## config.mk

```make
export PLATFORM = sky130hd
export DESIGN_NAME = hscale_resampler
export DESIGN_NICKNAME = d
export VERILOG_FILES = /design/src/rtl/hscale_resampler.sv
export SDC_FILE = /design/constraint.sdc
export NUM_CORES = 1
export LEC_CHECK = 0
export BUFFER_PORTS_ARGS = -buffer_cell sky130_fd_sc_hd__buf_2
export CAP_MARGIN = 20
export CORE_MARGIN = 3
export CORE_UTILIZATION = 50
export DETAILED_ROUTE_END_ITERATION = 6
export PLACE_DENSITY_LB_ADDON = 0.1
export SYNTH_ARGS = -nofsm -noshare
export SYNTH_HDL_FRONTEND = slang
export SYNTH_SLANG_ARGS = --single-unit
```

## constraint.sdc

```tcl
create_clock -name clk -period 10.9 [get_ports clk]
set_clock_uncertainty 0.05 [all_clocks]
set_input_delay 2.725 -clock clk [delete_from_list [all_inputs] [get_ports clk]]
set_output_delay 2.725 -clock clk [all_outputs]
set_load 0.01 [all_outputs]
```

## src/rtl/hscale_resampler.sv

```systemverilog
module hscale_resampler #(
  parameter int IDX_W  = 10,
  parameter int CNT_W  = 11,
  parameter int PIX_W  = 8,
  parameter int FLD_W  = 12,
  parameter int FRAC_W = 10
) (
  input  logic               clk,
  input  logic               rst_n,
  input  logic               line_start,
  input  logic [FLD_W-1:0]   step_q,
  input  logic [FLD_W-1:0]   offset_q,
  input  logic               replicate,
  input  logic [CNT_W-1:0]   out_count,
  input  logic [IDX_W-1:0]   last_index,
  output logic [IDX_W-1:0]   src_idx,
  output logic [IDX_W-1:0]   src_idx_nxt,
  input  logic [3*PIX_W-1:0] src_a_rgb,
  input  logic [3*PIX_W-1:0] src_b_rgb,
  output logic               pix_valid,
  output logic [3*PIX_W-1:0] pix_rgb
);
  localparam int ACC_W = IDX_W + FRAC_W;

  logic [ACC_W-1:0]   acc;
  logic [CNT_W-1:0]   remain;
  logic [IDX_W-1:0]   whole;
  logic [FRAC_W-1:0]  frac;
  logic               at_end;
  logic [3*PIX_W-1:0] mix;

  assign whole       = acc[ACC_W-1:FRAC_W];
  assign frac        = acc[FRAC_W-1:0];
  assign at_end      = whole >= last_index;
  assign src_idx     = at_end ? last_index : whole;
  assign src_idx_nxt = at_end ? last_index : whole + 1'b1;

  for (genvar c = 0; c < 3; c++) begin : g_chan
    logic [PIX_W-1:0]              a, b;
    logic signed [PIX_W+1:0]       diff;
    logic signed [PIX_W+FRAC_W+2:0] prod;
    assign a    = src_a_rgb[c*PIX_W +: PIX_W];
    assign b    = src_b_rgb[c*PIX_W +: PIX_W];
    assign diff = $signed({2'b00, b}) - $signed({2'b00, a});
    assign prod = diff * $signed({1'b0, frac});
    assign mix[c*PIX_W +: PIX_W] = replicate ? a : a + prod[FRAC_W +: PIX_W];
  end

  always_ff @(posedge clk) begin
    if (!rst_n) begin
      acc       <= '0;
      remain    <= '0;
      pix_valid <= 1'b0;
      pix_rgb   <= '0;
    end else if (line_start) begin
      acc       <= ACC_W'(offset_q);
      remain    <= out_count;
      pix_valid <= 1'b0;
    end else if (remain != '0) begin
      pix_valid <= 1'b1;
      pix_rgb   <= mix;
      acc       <= acc + ACC_W'(step_q);
      remain    <= remain - 1'b1;
    end else begin
      pix_valid <= 1'b0;
    end
  end
endmodule

```

; Word level (Yosys, flattened, before mapping)
; Cells that the tools add are included.
[totals]
word_cells = 34
inputBits = 97
register_bits = 56
out_inout_bits = 45
[classes]
bitwise = 2
reduce_logical = 4
n_lt_le_gt_ge = 1
multipliers = 3
muxes = 10
add_sub_neg = 9
[op_table]
columns = op, count
row1 = 9-bit by 11-bit multiplier with 18-bit output, 3
row2 = 8-bit by 8-bit subtractor with 9-bit output, 3
row3 = 8-bit adder, 3
row4 = 12-bit 2-to-1 mux, 2
row5 = 8-bit 2-to-1 mux, 3
row6 = 11-bit 2-to-1 mux, 2
row7 = 20-bit by 12-bit adder with 20-bit output, 1
row8 = 10-bit 2-to-1 mux, 2
row9 = 11-bit nonzero test, 1
row10 = "11-bit by 1-bit subtractor with 11-bit output, second input constant", 1
row11 = "10-bit by 1-bit adder with 10-bit output, second input constant", 1
row12 = 10-bit >= comparator, 1
row13 = 1-bit NOT, 2
row14 = 2-bit AND reduction, 1
row15 = 2-bit nonzero test, 1
row16 = 2-bit OR reduction, 1
row17 = 1-bit 2-to-1 mux, 1

; Logic depth before layout (Yosys ltp)
[logic_depth]
ltp_word = 4
mapped_depth = 38
depth_no_buf = 38

; Least setup slack after synthesis
; OpenSTA, ideal clock, no wires.
[synth_path]
kind = input port to flip-flop
from = input src_a_rgb[1]
to = register pix_rgb[7]
setup_slack_ns = 0.539
required_time_ns = 10.759
path_stages = 37
path_buffers = 0
arrival_time_ns = 10.220
cell_sequence = inv_1 -> ha_1 -> nor2b_1 -> o21ai_0 -> a21boi_0 -> o21a_1 -> nor2_1 -> o21ai_0 -> a21oi_1 -> xnor2_1 -> nand2_1 -> fa_1 -> fa_1 -> inv_1 -> fa_1 -> fa_1 -> inv_1 -> fa_1 -> inv_1 -> ha_1 -> a21oi_1 -> nand2_1 -> a22o_1 -> o41ai_4 -> nor2b_1 -> o21ai_0 -> a21oi_1 -> ha_1 -> nand3_1 -> o2111ai_1 -> a21o_1 -> a21oi_1 -> xnor2_1 -> xor2_1 -> xnor2_1 -> or3_1 -> a311oi_1
[synth_via]
elab_chain_cells = 4
[synth_lines]
columns = item, line_no
row1 = "start, declared", 18  ; input logic [3*PIX_W-1:0] src_a_rgb,
row2 = 8-bit by 8-bit subtractor with 9-bit output, 44  ; assign diff = $signed({2'b00, b}) - $signed({2'b00, a});
row3 = 9-bit by 11-bit multiplier with 18-bit output, 45  ; assign prod = diff * $signed({1'b0, frac});
row4 = 8-bit adder (*), 46  ; assign mix[c*PIX_W +: PIX_W] = replicate ? a : a + prod[FRAC_W +: PIX_W];
row5 = 8-bit 2-to-1 mux (*), 46
row6 = "end signal, assigned", 61  ; pix_rgb <= mix;
row7 = "end, declared", 21  ; output logic [3*PIX_W-1:0] pix_rgb
; Every way passes the cells marked *; elsewhere a longest branch is shown, timed or not.
; A chain may end at the register's enable or synchronous reset.

; Final worst setup path
[layout_path]
from = input src_a_rgb[17]
to = register pix_rgb[23]
; Same word-level chain as after synthesis.

==> summary.md <==
| Metric | Value |
|---|---|
| Status | `finished, final reports clean` |
| Yosys warnings | `0` |
| Critical Path Start Type | `primary input` |
| Rows | `59` |
| Worst Max-Slew Pin Slew | `0.807 ns` |
| Num Clock Sinks | `56` |
| Total grt overflow | `0` |
| Final nets | `~2,200` |
| Clock Tree Root | `clkbuf_16` |
| Yosys reg bits | `56` |
| Routed wire length | `between 30,000 and 40,000 um` |
| Top FF cell, synth | `dfxtp_1` |
| Slowest-stage cell, CP | `fa_1` |
| Die area | `between 20,000 and 30,000 sq um` |
| Period utilization | `0.961` |
| Dpl ws | `-0.144 ns` |
| IO buf count | `141` |
| Clock buffer count from CTS | `5` |
| Max-Cap Viols | `0` |
| Average routed wire per standard cell | `~16 um` |
| DIE WIDTH | `170 um` |
| Fmax | `roughly 95 MHz` |
| Setup Viol. Count Final | `0` |
| CP max stage delay | `between 0.5 and 0.6 ns` |
| Worst Setup SP | `src_a_rgb[17]` |
| R2R depth | `28` |
| Reg-to-Reg Start | `acc[2]$_SDFFE_PN0P_` |
| Drt via density | `about 5.3` |
| Commonest non-fill, non-tap cell in the layout | `inv_1` |
| Final Max Tran Viols | `0` |
| Worst Path Required | `11.05 ns` |
| Max Root-Sink Buffers | `2` |
| First-pass GRT wire length | `54,600 um` |
| Initial DRC Count | `448` |
| Worst skew pair latency | `a little over 0.3 ns` |
| Routability cong. | `0.834` |
| CTS tree | `built` |
| Syn_area_per_cell | `~8.5 sq um` |
| Commonest cells after routing, fill and taps aside | `inv_1 (226), ha_1 (204), fa_1 (175), buf_2 (141), and2_1 (130)` |
| Layout area overhead | `12.2%` |
| Largest net degree at the start of global routing | `a little over 40` |
| Slew Limit Headroom | `0.457` |
| Reg2reg end | `pix_rgb[7]$_SDFFE_PN0P_` |
| H-tree levels | `2` |
| Sequential share of the synthesized area | `0.0839` |
| Worst hold path cell count | `2` |
| Gate Count Post-Synth | `around 1,600` |
| Area share of the largest cell type after synthesis | `0.262` |
| DRT antenna net count | `0` |
| End point of the critical path | `pix_rgb[23]$_SDFFE_PN0P_` |
| Util after Layout | `0.572` |
| Synth Net Count | `just over 2,000` |
| Hold-fix buffers at CTS | `0` |
| Remaining DRCs | `0` |
| Starting Density | `0.510` |
| PnR worst setup slack | `0.422 ns` |
| Critical path class | `in -> reg` |
| Share of cells above drive strength 1 | `0.148` |
| Clock transition at path regs | `roughly 0.080 ns` |
| Die H | `170 um` |
| Post-DP HPWL | `25,800 um` |
| Cell variety after synth | `54` |
| IO Count | `roughly 140` |
| Hold Crit Class | `reg -> reg` |
| Cell mode on critical path | `fa_1` |
| Crit path max fanout | `9` |
| Number of synthesized flops with an enable pin | `0` |
| All-Layer GR Usage | `0.231` |
| Vias in the first global route | `11,100` |
| Post-synth top area cell | `fa_1` |
| Post-Syn Area | `about 13,000 sq um` |
| Ys async rst share | `0` |
| Reg2reg setup slack | `about 3.3 ns` |
| Period minus WS final | `about 10 ns` |
| Total number of vias | `about 11,000` |
| Critical Path AT | `about 11 ns` |
| ANT cells | `0` |
| CP Capture Type | `flip-flop` |
| Final hold vios | `0` |
| Placeable Area | `26,200 sq um` |
| Initial antenna violation count | `0` |
| Synth top area cells | `fa_1 (26%), ha_1 (19%), dfxtp_1 (8.4%)` |
| Drt pass-1 iters | `4` |
## cell usage after synthesis (11+ instances only)
cell type / number
a211oi_1: 22
a21o_1: 18
a21oi_1: 57
and2_1: 130
clkbuf_1: 48
dfxtp_1: 56
fa_1: 175
ha_1: 204
inv_1: 226
mux2i_1: 19
nand2_1: 109
nand2b_1: 59
nand3_1: 21
nor2_1: 117
nor2b_1: 14
nor3_1: 46
o21a_1: 12
o21ai_0: 44
or2_2: 11
xnor2_1: 61
xor2_1: 31
## worst min path at each step
stage	startpoint	endpoint
floorplan	pix_rgb[10]$_SDFFE_PN0P_	pix_rgb[10]$_SDFFE_PN0P_
global placement	pix_rgb[2]$_SDFFE_PN0P_	pix_rgb[2]$_SDFFE_PN0P_
detailed placement	pix_rgb[18]$_SDFFE_PN0P_	pix_rgb[18]$_SDFFE_PN0P_
CTS	pix_rgb[18]$_SDFFE_PN0P_	pix_rgb[18]$_SDFFE_PN0P_
global route	pix_rgb[2]$_SDFFE_PN0P_	pix_rgb[2]$_SDFFE_PN0P_
finish	pix_rgb[18]$_SDFFE_PN0P_	pix_rgb[18]$_SDFFE_PN0P_
## cells by family after synthesis
kind of cell / synth area share
XOR/XNOR: 0.0636
buffers and inverters: 0.0797
AO/OA/AOI/OAI: 0.0899
multiplexers: 0.0218
adder cells (fa/ha/maj): 0.453
flip-flops: 0.0839
AND/OR/NAND/NOR: 0.208
## worst max-delay path: cells and delay by family
| family | cells | cell delay, ns |
|---|---|---|
| fa+ha+maj | 8 | 3.28 |
| xor+xnor | 5 | 1.09 |
| compound gates | 12 | 2.38 |
| buf+inv | 5 | 0.27 |
| simple gates | 6 | 0.87 |
## metrics by stage
| stage | instances | cell area (sq um) | TNS (ns) | hold WS, ns |
|---|---|---|---|---|
| final | 2055 | 15000 | 0 | 0.414 |
| after floorplan | 1569 | 13400 | 0 | 0.426 |
| after global routing | 2055 | 15000 | -0.0333 | 0.442 |
| after global placement | 2041 | 14700 | -0.0137 | 0.392 |
| after CTS | 2049 | 14800 | 0 | 0.418 |
| after detailed placement | 2041 | 14700 | -0.255 | 0.400 |
## metal layers
metal / vias to the layer above / share of wire / global-route usage
met4: 0 / 0.0091 / 0.0327
met3: 24 / 0.041 / 0.0259
met5: - / 0 / 0
li1: 5359 / - / -
met2: 202 / 0.43 / 0.355
met1: 5208 / 0.52 / 0.359
## flip-flops by register name, indices dropped and copies added, names as in the netlist
name / cells
acc: 20
pix_rgb: 24
pix_valid: 1
remain: 11
## repair_timing
action | CTS | global route
resized for setup | 0 | 28
setup buffers | 0 | 5
setup endpoints to repair | 0 | 3
## area by class of cell
| cell class | instances | area [sq um] |
|---|---|---|
| clock inverter | 2 | 13.8 |
| clock buffer | 6 | 129 |
| inverter | 226 | 848 |
| multi-input combinational | 1232 | 11300 |
| fill | 2452 | 11200 |
| timing repair buffer | 198 | 1130 |
| tap | 335 | 419 |
| sequential | 56 | 1120 |
Power is not shown: default switching activity piles up to over one toggle a cycle in this logic, so the estimate is an artifact.
